`src/rtl/tlr_pkg.sv`:
```
package tlr_pkg;
  typedef enum logic [1:0] {
    ST_IDLE,
    ST_MAP,
    ST_REQ,
    ST_PUT
  } fetch_st_t;
endpackage

```
`src/rtl/tlr_rst_sync.sv`:
```
module tlr_rst_sync (
  input  logic clk,
  input  logic rst_n,
  output logic rst_sn
);
  logic [1:0] sync_q;

  always_ff @(posedge clk or negedge rst_n) begin
    if (!rst_n) sync_q <= 2'b00;
    else        sync_q <= {sync_q[0], 1'b1};
  end

  assign rst_sn = sync_q[1];
endmodule

```
`src/rtl/tlr_fetch.sv`:
```
module tlr_fetch #(
  parameter int TILE_PX   = 8,
  parameter int MAP_TILES = 64,
  parameter int LINE_PIX  = 320,
  parameter int PIX_W     = 8,
  parameter int IDX_W     = 10,
  parameter int MAP_LAT   = 2,
  localparam int FINE_W   = $clog2(TILE_PX),
  localparam int MCOL_W   = $clog2(MAP_TILES),
  localparam int COORD_W  = FINE_W + MCOL_W,
  localparam int MAP_AW   = 2 * MCOL_W,
  localparam int MEM_AW   = IDX_W + 2 * FINE_W,
  localparam int WORD_W   = TILE_PX * PIX_W,
  localparam int PTR_W    = $clog2(LINE_PIX),
  localparam int CNT_W    = $clog2(MAP_LAT + 1)
) (
  input  logic               clk,
  input  logic               rst_n,
  input  logic               start_i,
  input  logic [COORD_W-1:0] row_i,
  input  logic [COORD_W-1:0] scroll_x_i,
  input  logic [COORD_W-1:0] scroll_y_i,
  output logic [MAP_AW-1:0]  map_addr_o,
  input  logic [IDX_W-1:0]   map_data_i,
  output logic               mem_req_o,
  output logic [MEM_AW-1:0]  mem_addr_o,
  input  logic               mem_ready_i,
  input  logic [WORD_W-1:0]  mem_data_i,
  output logic               wr_en_o,
  output logic [PTR_W-1:0]   wr_addr_o,
  output logic [PIX_W-1:0]   wr_data_o,
  output logic               map_phase_o
);
  import tlr_pkg::*;

  fetch_st_t          st_q, st_d;
  logic [MCOL_W-1:0]  row_q, row_d, col_q, col_d;
  logic [FINE_W-1:0]  fy_q, fy_d, sel_q, sel_d;
  logic [IDX_W-1:0]   idx_q, idx_d;
  logic [WORD_W-1:0]  word_q;
  logic               word_en;
  logic [PTR_W-1:0]   ptr_q, ptr_d;
  logic [CNT_W-1:0]   cnt_q, cnt_d;
  logic [COORD_W-1:0] vy;

  // vertical plane position wraps by truncation to COORD_W bits
  assign vy = row_i + scroll_y_i;

  always_comb begin
    st_d    = st_q;
    row_d   = row_q;
    col_d   = col_q;
    fy_d    = fy_q;
    sel_d   = sel_q;
    idx_d   = idx_q;
    ptr_d   = ptr_q;
    cnt_d   = cnt_q;
    word_en = 1'b0;
    case (st_q)
      ST_IDLE: begin
        if (start_i) begin
          row_d = vy[COORD_W-1:FINE_W];
          fy_d  = vy[FINE_W-1:0];
          col_d = scroll_x_i[COORD_W-1:FINE_W];
          sel_d = scroll_x_i[FINE_W-1:0];
          ptr_d = '0;
          cnt_d = '0;
          st_d  = ST_MAP;
        end
      end
      ST_MAP: begin
        // address held while the map RAM latency runs out
        if (cnt_q == CNT_W'(MAP_LAT)) begin
          idx_d = map_data_i;
          st_d  = ST_REQ;
        end else begin
          cnt_d = cnt_q + 1'b1;
        end
      end
      ST_REQ: begin
        if (mem_ready_i) begin
          word_en = 1'b1;
          st_d    = ST_PUT;
        end
      end
      ST_PUT: begin
        ptr_d = ptr_q + 1'b1;
        if (ptr_q == PTR_W'(LINE_PIX - 1)) begin
          st_d = ST_IDLE;
        end else if (sel_q == FINE_W'(TILE_PX - 1)) begin
          sel_d = '0;
          col_d = col_q + 1'b1;
          cnt_d = '0;
          st_d  = ST_MAP;
        end else begin
          sel_d = sel_q + 1'b1;
        end
      end
      default: st_d = ST_IDLE;
    endcase
  end

  always_ff @(posedge clk or negedge rst_n) begin
    if (!rst_n) begin
      st_q  <= ST_IDLE;
      row_q <= '0;
      col_q <= '0;
      fy_q  <= '0;
      sel_q <= '0;
      idx_q <= '0;
      ptr_q <= '0;
      cnt_q <= '0;
    end else begin
      st_q  <= st_d;
      row_q <= row_d;
      col_q <= col_d;
      fy_q  <= fy_d;
      sel_q <= sel_d;
      idx_q <= idx_d;
      ptr_q <= ptr_d;
      cnt_q <= cnt_d;
    end
  end

  always_ff @(posedge clk or negedge rst_n) begin
    if (!rst_n)       word_q <= '0;
    else if (word_en) word_q <= mem_data_i;
  end

  assign map_addr_o  = {row_q, col_q};
  assign map_phase_o = (st_q == ST_MAP);
  assign mem_req_o   = (st_q == ST_REQ);
  assign mem_addr_o  = {idx_q, fy_q, {FINE_W{1'b0}}};
  assign wr_en_o     = (st_q == ST_PUT);
  assign wr_addr_o   = ptr_q;

  always_comb wr_data_o = word_q[int'(sel_q) * PIX_W +: PIX_W];
endmodule

```
`src/rtl/tlr_line_buf.sv`:
```
module tlr_line_buf #(
  parameter int DEPTH  = 320,
  parameter int PIX_W  = 8,
  localparam int PTR_W = $clog2(DEPTH),
  localparam int HC_W  = PTR_W + 1
) (
  input  logic             clk,
  input  logic             rst_n,
  input  logic             wr_en_i,
  input  logic [PTR_W-1:0] wr_addr_i,
  input  logic [PIX_W-1:0] wr_data_i,
  input  logic             active_i,
  input  logic [HC_W-1:0]  hcount_i,
  output logic [PIX_W-1:0] pix_o
);
  logic [PIX_W-1:0] mem [DEPTH];
  logic [PTR_W-1:0] rd_addr;
  logic             rd_en;
  logic [PIX_W-1:0] pix_d;

  assign rd_addr = hcount_i[HC_W-1:1];
  // one buffer read per pair of raster columns; odd columns hold
  assign rd_en   = active_i && !hcount_i[0];

  always_ff @(posedge clk) begin
    if (wr_en_i) mem[wr_addr_i] <= wr_data_i;
  end

  always_comb begin
    pix_d = pix_o;
    if (!active_i) pix_d = '0;
    else if (rd_en) pix_d = (int'(rd_addr) < DEPTH) ? mem[rd_addr] : '0;
  end

  always_ff @(posedge clk or negedge rst_n) begin
    if (!rst_n) pix_o <= '0;
    else        pix_o <= pix_d;
  end
endmodule

```
`src/rtl/tile_line_renderer.sv`:
```
module tile_line_renderer #(
  parameter int TILE_PX   = 8,
  parameter int MAP_TILES = 64,
  parameter int LINE_PIX  = 320,
  parameter int PIX_W     = 8,
  parameter int IDX_W     = 10,
  parameter int MAP_LAT   = 2,
  localparam int FINE_W   = $clog2(TILE_PX),
  localparam int COORD_W  = FINE_W + $clog2(MAP_TILES),
  localparam int LINE_W   = COORD_W + 1,
  localparam int MAP_AW   = 2 * $clog2(MAP_TILES),
  localparam int MEM_AW   = IDX_W + 2 * FINE_W,
  localparam int WORD_W   = TILE_PX * PIX_W,
  localparam int PTR_W    = $clog2(LINE_PIX),
  localparam int HC_W     = PTR_W + 1
) (
  input  logic               clk,
  input  logic               rst_n,
  input  logic               line_start_i,
  input  logic [LINE_W-1:0]  next_line_i,
  input  logic [COORD_W-1:0] scroll_x_i,
  input  logic [COORD_W-1:0] scroll_y_i,
  input  logic               active_i,
  input  logic [HC_W-1:0]    hcount_i,
  output logic [PIX_W-1:0]   pix_o,
  output logic [MAP_AW-1:0]  map_addr_o,
  input  logic [IDX_W-1:0]   map_data_i,
  output logic               mem_req_o,
  output logic [MEM_AW-1:0]  mem_addr_o,
  input  logic               mem_ready_i,
  input  logic [WORD_W-1:0]  mem_data_i
);
  logic             rst_sn;
  logic             fill_start;
  logic             wr_en;
  logic [PTR_W-1:0] wr_addr;
  logic [PIX_W-1:0] wr_data;
  logic             map_phase;

  // odd scan lines reuse the row filled for the even line before them
  assign fill_start = line_start_i && !next_line_i[0];

  tlr_rst_sync u_rst (
    .clk    (clk),
    .rst_n  (rst_n),
    .rst_sn (rst_sn)
  );

  tlr_fetch #(
    .TILE_PX   (TILE_PX),
    .MAP_TILES (MAP_TILES),
    .LINE_PIX  (LINE_PIX),
    .PIX_W     (PIX_W),
    .IDX_W     (IDX_W),
    .MAP_LAT   (MAP_LAT)
  ) u_fetch (
    .clk         (clk),
    .rst_n       (rst_sn),
    .start_i     (fill_start),
    .row_i       (next_line_i[LINE_W-1:1]),
    .scroll_x_i  (scroll_x_i),
    .scroll_y_i  (scroll_y_i),
    .map_addr_o  (map_addr_o),
    .map_data_i  (map_data_i),
    .mem_req_o   (mem_req_o),
    .mem_addr_o  (mem_addr_o),
    .mem_ready_i (mem_ready_i),
    .mem_data_i  (mem_data_i),
    .wr_en_o     (wr_en),
    .wr_addr_o   (wr_addr),
    .wr_data_o   (wr_data),
    .map_phase_o (map_phase)
  );

  tlr_line_buf #(
    .DEPTH (LINE_PIX),
    .PIX_W (PIX_W)
  ) u_buf (
    .clk       (clk),
    .rst_n     (rst_sn),
    .wr_en_i   (wr_en),
    .wr_addr_i (wr_addr),
    .wr_data_i (wr_data),
    .active_i  (active_i),
    .hcount_i  (hcount_i),
    .pix_o     (pix_o)
  );
endmodule

```
`config.mk`:
```
export PLATFORM = sky130hd
export DESIGN_NAME = tile_line_renderer
export DESIGN_NICKNAME = d
export VERILOG_FILES = /design/src/rtl/tlr_pkg.sv /design/src/rtl/tlr_rst_sync.sv /design/src/rtl/tlr_fetch.sv /design/src/rtl/tlr_line_buf.sv /design/src/rtl/tile_line_renderer.sv
export SDC_FILE = /design/constraint.sdc
export NUM_CORES = 2
export LEC_CHECK = 0
export BUFFER_PORTS_ARGS = -buffer_cell sky130_fd_sc_hd__buf_2
export CELL_PAD_IN_SITES_DETAIL_PLACEMENT = 0
export CELL_PAD_IN_SITES_GLOBAL_PLACEMENT = 1
export CORE_MARGIN = 3
export CORE_UTILIZATION = 58
export CTS_BUF_LIST = sky130_fd_sc_hd__clkbuf_8
export DETAILED_ROUTE_END_ITERATION = 10
export MAX_ROUTING_LAYER = met4
export PLACE_DENSITY = 0.92
export SYNTH_ARGS = -nofsm -noshare
export SYNTH_HDL_FRONTEND = slang
export SYNTH_SLANG_ARGS = --single-unit
export TNS_END_PERCENT = 5
```
`constraint.sdc`:
```
create_clock -name clk -period 4.47 [get_ports clk]
set_clock_uncertainty 0.1 [all_clocks]
set_input_delay 0.6705 -clock clk [delete_from_list [all_inputs] [get_ports clk]]
set_output_delay 0.6705 -clock clk [all_outputs]
set_load 0.01 [all_outputs]
```
==> metrics.md <==
| Metric | Value |
|---|---|
| Cts bufs inserted | `410` |
| Worst Tran Pin Value | `1.29 ns` |
| Cts hold-fix bufs | `118` |
| Post-route ant nets | `0` |
| Most frequent cells in the layout | `edfxtp_1 (2560), mux4_2 (668), clkbuf_8 (425)` |
| EDFF count, synth | `2560` |
| Fmax | `263 MHz` |
| Share of cells above drive strength 1 | `28.0%` |
| Synth warnings | `0` |
| Post-route cell area | `0.117 mm^2` |
| Core area | `0.179 mm^2` |
| Area of the multi-input gates | `0.0233 mm^2` |
| Yosys reg bits | `2675` |
| I/O Pins | `154` |
| Max-Cap Viols | `0` |
| CTS HTree Levels | `5` |
| R2R setup slack | `0.67 ns` |
| CTS tree | `built` |
| # rows | `155` |
| Setup Viol. Count Final | `0` |
| WP data arrival | `4.34 ns` |
| # resized after CTS | `0` |
| Met3 routed WL | `37400 um` |
| Filler instances | `10800` |
| Post-synth cell types | `66` |
| Core Util, Final | `65.7%` |
| Setup_tns | `0 ns` |
| Cell Area, Synth | `0.105 mm^2` |
| Internal power | `49300 uW` |
| M1 wire length | `90200 um` |
| Die X | `431 um` |
| DR DRC count | `0` |
| RePlAce Congestion | `0.918` |
| Most common cell after layout, fill and taps aside | `edfxtp_1` |
| Setup crit start kind | `flop` |
| DP Area | `0.109 mm^2` |
| Max layer used | `met4` |
| Setup CP Type | `flop to flop` |
| Leakage Power | `0.0381 uW` |
| Clk_lat worst skew | `1.07 ns` |
| Synth async-reset ratio | `4.30%` |
| Per-cell routed wire length | `32.7 um` |
| Clk sinks | `2675` |
| Syn Area/Cell | `21.1 um^2` |
| Storage cell area | `0.0798 mm^2` |
| Initial antenna violation count | `11` |
| Final hold violations | `0` |
| Final HPWL DP | `166000 um` |
| Largest net degree at the start of global routing | `149` |
| Pre-CTS WS | `0.290 ns` |
| Fin crit period | `3.80 ns` |
| Max Slew Vio Count | `0` |
| Clk pwr share | `25.7%` |
| Detailed Route WL | `269000 um` |
| Gate power share | `20.7%` |
| Critical path capture point type | `flop` |
| Tightest Hold Check Type | `input pin to flop` |
| CP max FO | `12` |
| Vias in the first global route | `56800` |
| Net Switching | `21500 uW` |
| Sequential area share after synthesis | `76.3%` |
| Most used DFF post-synth | `edfxtp_1` |
| Status | `complete, no violations` |
| Via count | `56000` |
| Starting Density | `58.5%` |
| Sw frac | `30.4%` |
| RSZ-0062 raised after global routing | `no` |
| DR vias/cell | `6.78` |
| Fin worst setup slack | `0.672 ns` |
| Slew headroom | `13.8%` |
| Post-Syn Instances | `4965` |
| Tcrit/Tclk final | `85.0%` |
| Area Overhead vs Synth | `12.4%` |
| Met2 routed WL | `127000 um` |
| First-pass GRT wire length | `390000 um` |
| Longest Clk Path Bufs | `4` |
| Grt total ovfl | `0` |
| Die Y | `431 um` |
| Die Footprint | `0.185 mm^2` |
| VDD IR max | `1930 uV` |
| 1st-pass router iterations | `8` |
| Total GRT Usage | `30.2%` |
| Initial DRC Count | `8826` |
| Clock-pin slew on the worst setup and hold paths | `0.06 ns` |
| IO Port Bufs | `150` |
| # Post-CTS Setup Buffers | `0` |
| Crit path required time | `5.01 ns` |
| Reg power frac | `53.6%` |
| Pwr dens | `603 mW/mm^2` |
| Root Driver | `clkbuf_8` |
| Layout net count | `5710` |
power by group through the flow:
| stage | clock, uW | sequential [uW] | combinational, uW |
|---|---|---|---|
| final | 18200 | 38000 | 14700 |
| after global routing | 19400 | 38000 | 15400 |
| after CTS | 18300 | 37900 | 14300 |
| after detailed placement | 0 | 38400 | 14200 |
| after global placement | 0 | 38300 | 13200 |
| after floorplan | 0 | 38100 | 6390 |
through the flow:
stage	power (uW)	cells	hold slack [ns]
2_1_floorplan	44500	4967	0.231
6_report	70800	8251	0.103
5_1_grt	72800	8245	0.0759
4_1_cts	70500	8232	0.00118
3_3_place_gp	51500	7397	0.238
3_5_place_dp	52600	7397	0.239
per-layer routing:
metal	global-route usage (%)	vias up
met5	-	-
met4	14.3	0
met3	8.31	897
met2	45.0	4778
met1	39.3	28400
li1	-	21900
synth_stat cells, types with 18 or more instances:
| master | n | area share, % |
|---|---|---|
| nor2b_1 | 22 | 0.13 |
| dfrtp_1 | 115 | 2.8 |
| a21oi_1 | 67 | 0.32 |
| buf_6 | 27 | 0.29 |
| buf_4 | 48 | 0.34 |
| nand2_1 | 135 | 0.48 |
| mux2_2 | 100 | 1.1 |
| nor3_1 | 29 | 0.14 |
| edfxtp_1 | 2560 | 74 |
| nand3_1 | 52 | 0.25 |
| a22o_1 | 18 | 0.15 |
| mux2i_1 | 96 | 0.92 |
| mux4_2 | 668 | 14 |
| clkbuf_1 | 126 | 0.45 |
| buf_1 | 19 | 0.068 |
| o21ai_0 | 52 | 0.25 |
| a22oi_1 | 78 | 0.56 |
| buf_2 | 76 | 0.36 |
| nor2_1 | 377 | 1.4 |
| ha_1 | 20 | 0.24 |
| o22ai_1 | 70 | 0.42 |
final timing paths:
check | start | endpoint | cells after the start
min reg2reg | u_rst.sync_q[0] | u_rst.sync_q[1] | 0
min in group asynchronous | u_rst.sync_q[1] | u_fetch.row_q[5] | 0
max in group asynchronous | u_rst.sync_q[1] | u_fetch.col_q[0] | 1
min | line_start_i | u_fetch.fy_q[2] | 5
max | u_fetch.st_q[1] | u_buf.mem[256][2] | 6
max reg2reg | u_fetch.st_q[1] | u_buf.mem[256][2] | 6
kinds of logic after synthesis:
logic type	after synthesis	synth area share [%]
compound gates	399	2.59
other cells	2	0.00719
xor+xnor	14	0.117
flops	2675	76.3
mux	864	16.4
fa+ha+maj	21	0.259
buf+inv	315	1.59
simple gates	675	2.74
state kept, by name (all words and copies together) (netlist names), 3 cells and up:
name,flops
u_buf.pix_o,8
u_fetch.idx_q,10
u_buf.mem,2560
u_fetch.fy_q,3
u_fetch.sel_q,3
u_fetch.col_q,6
u_fetch.word_q,64
u_fetch.row_q,6
u_fetch.wr_addr_o,9
final cells by class:
cell class	count	area share, %
Timing Repair Buffer	489	3.54
Tap cell	2355	2.51
Clock inverter	293	1.13
Sequential cell	2675	67.9
Clock buffer	424	4.97
Inverter	19	0.0628
Antenna cell	19	0.0405
Multi-Input combinational cell	1977	19.9
worst max-delay path, stage by stage, from the launching register on:
cell and delay (ns):
dfrtp_1 0.41, ha_1 0.19, clkinv_1 0.34, nor2_1 0.54, nand2_2 0.58, buf_4 0.43, nor2_1 0.76
(Power assumes the default switching activity.)
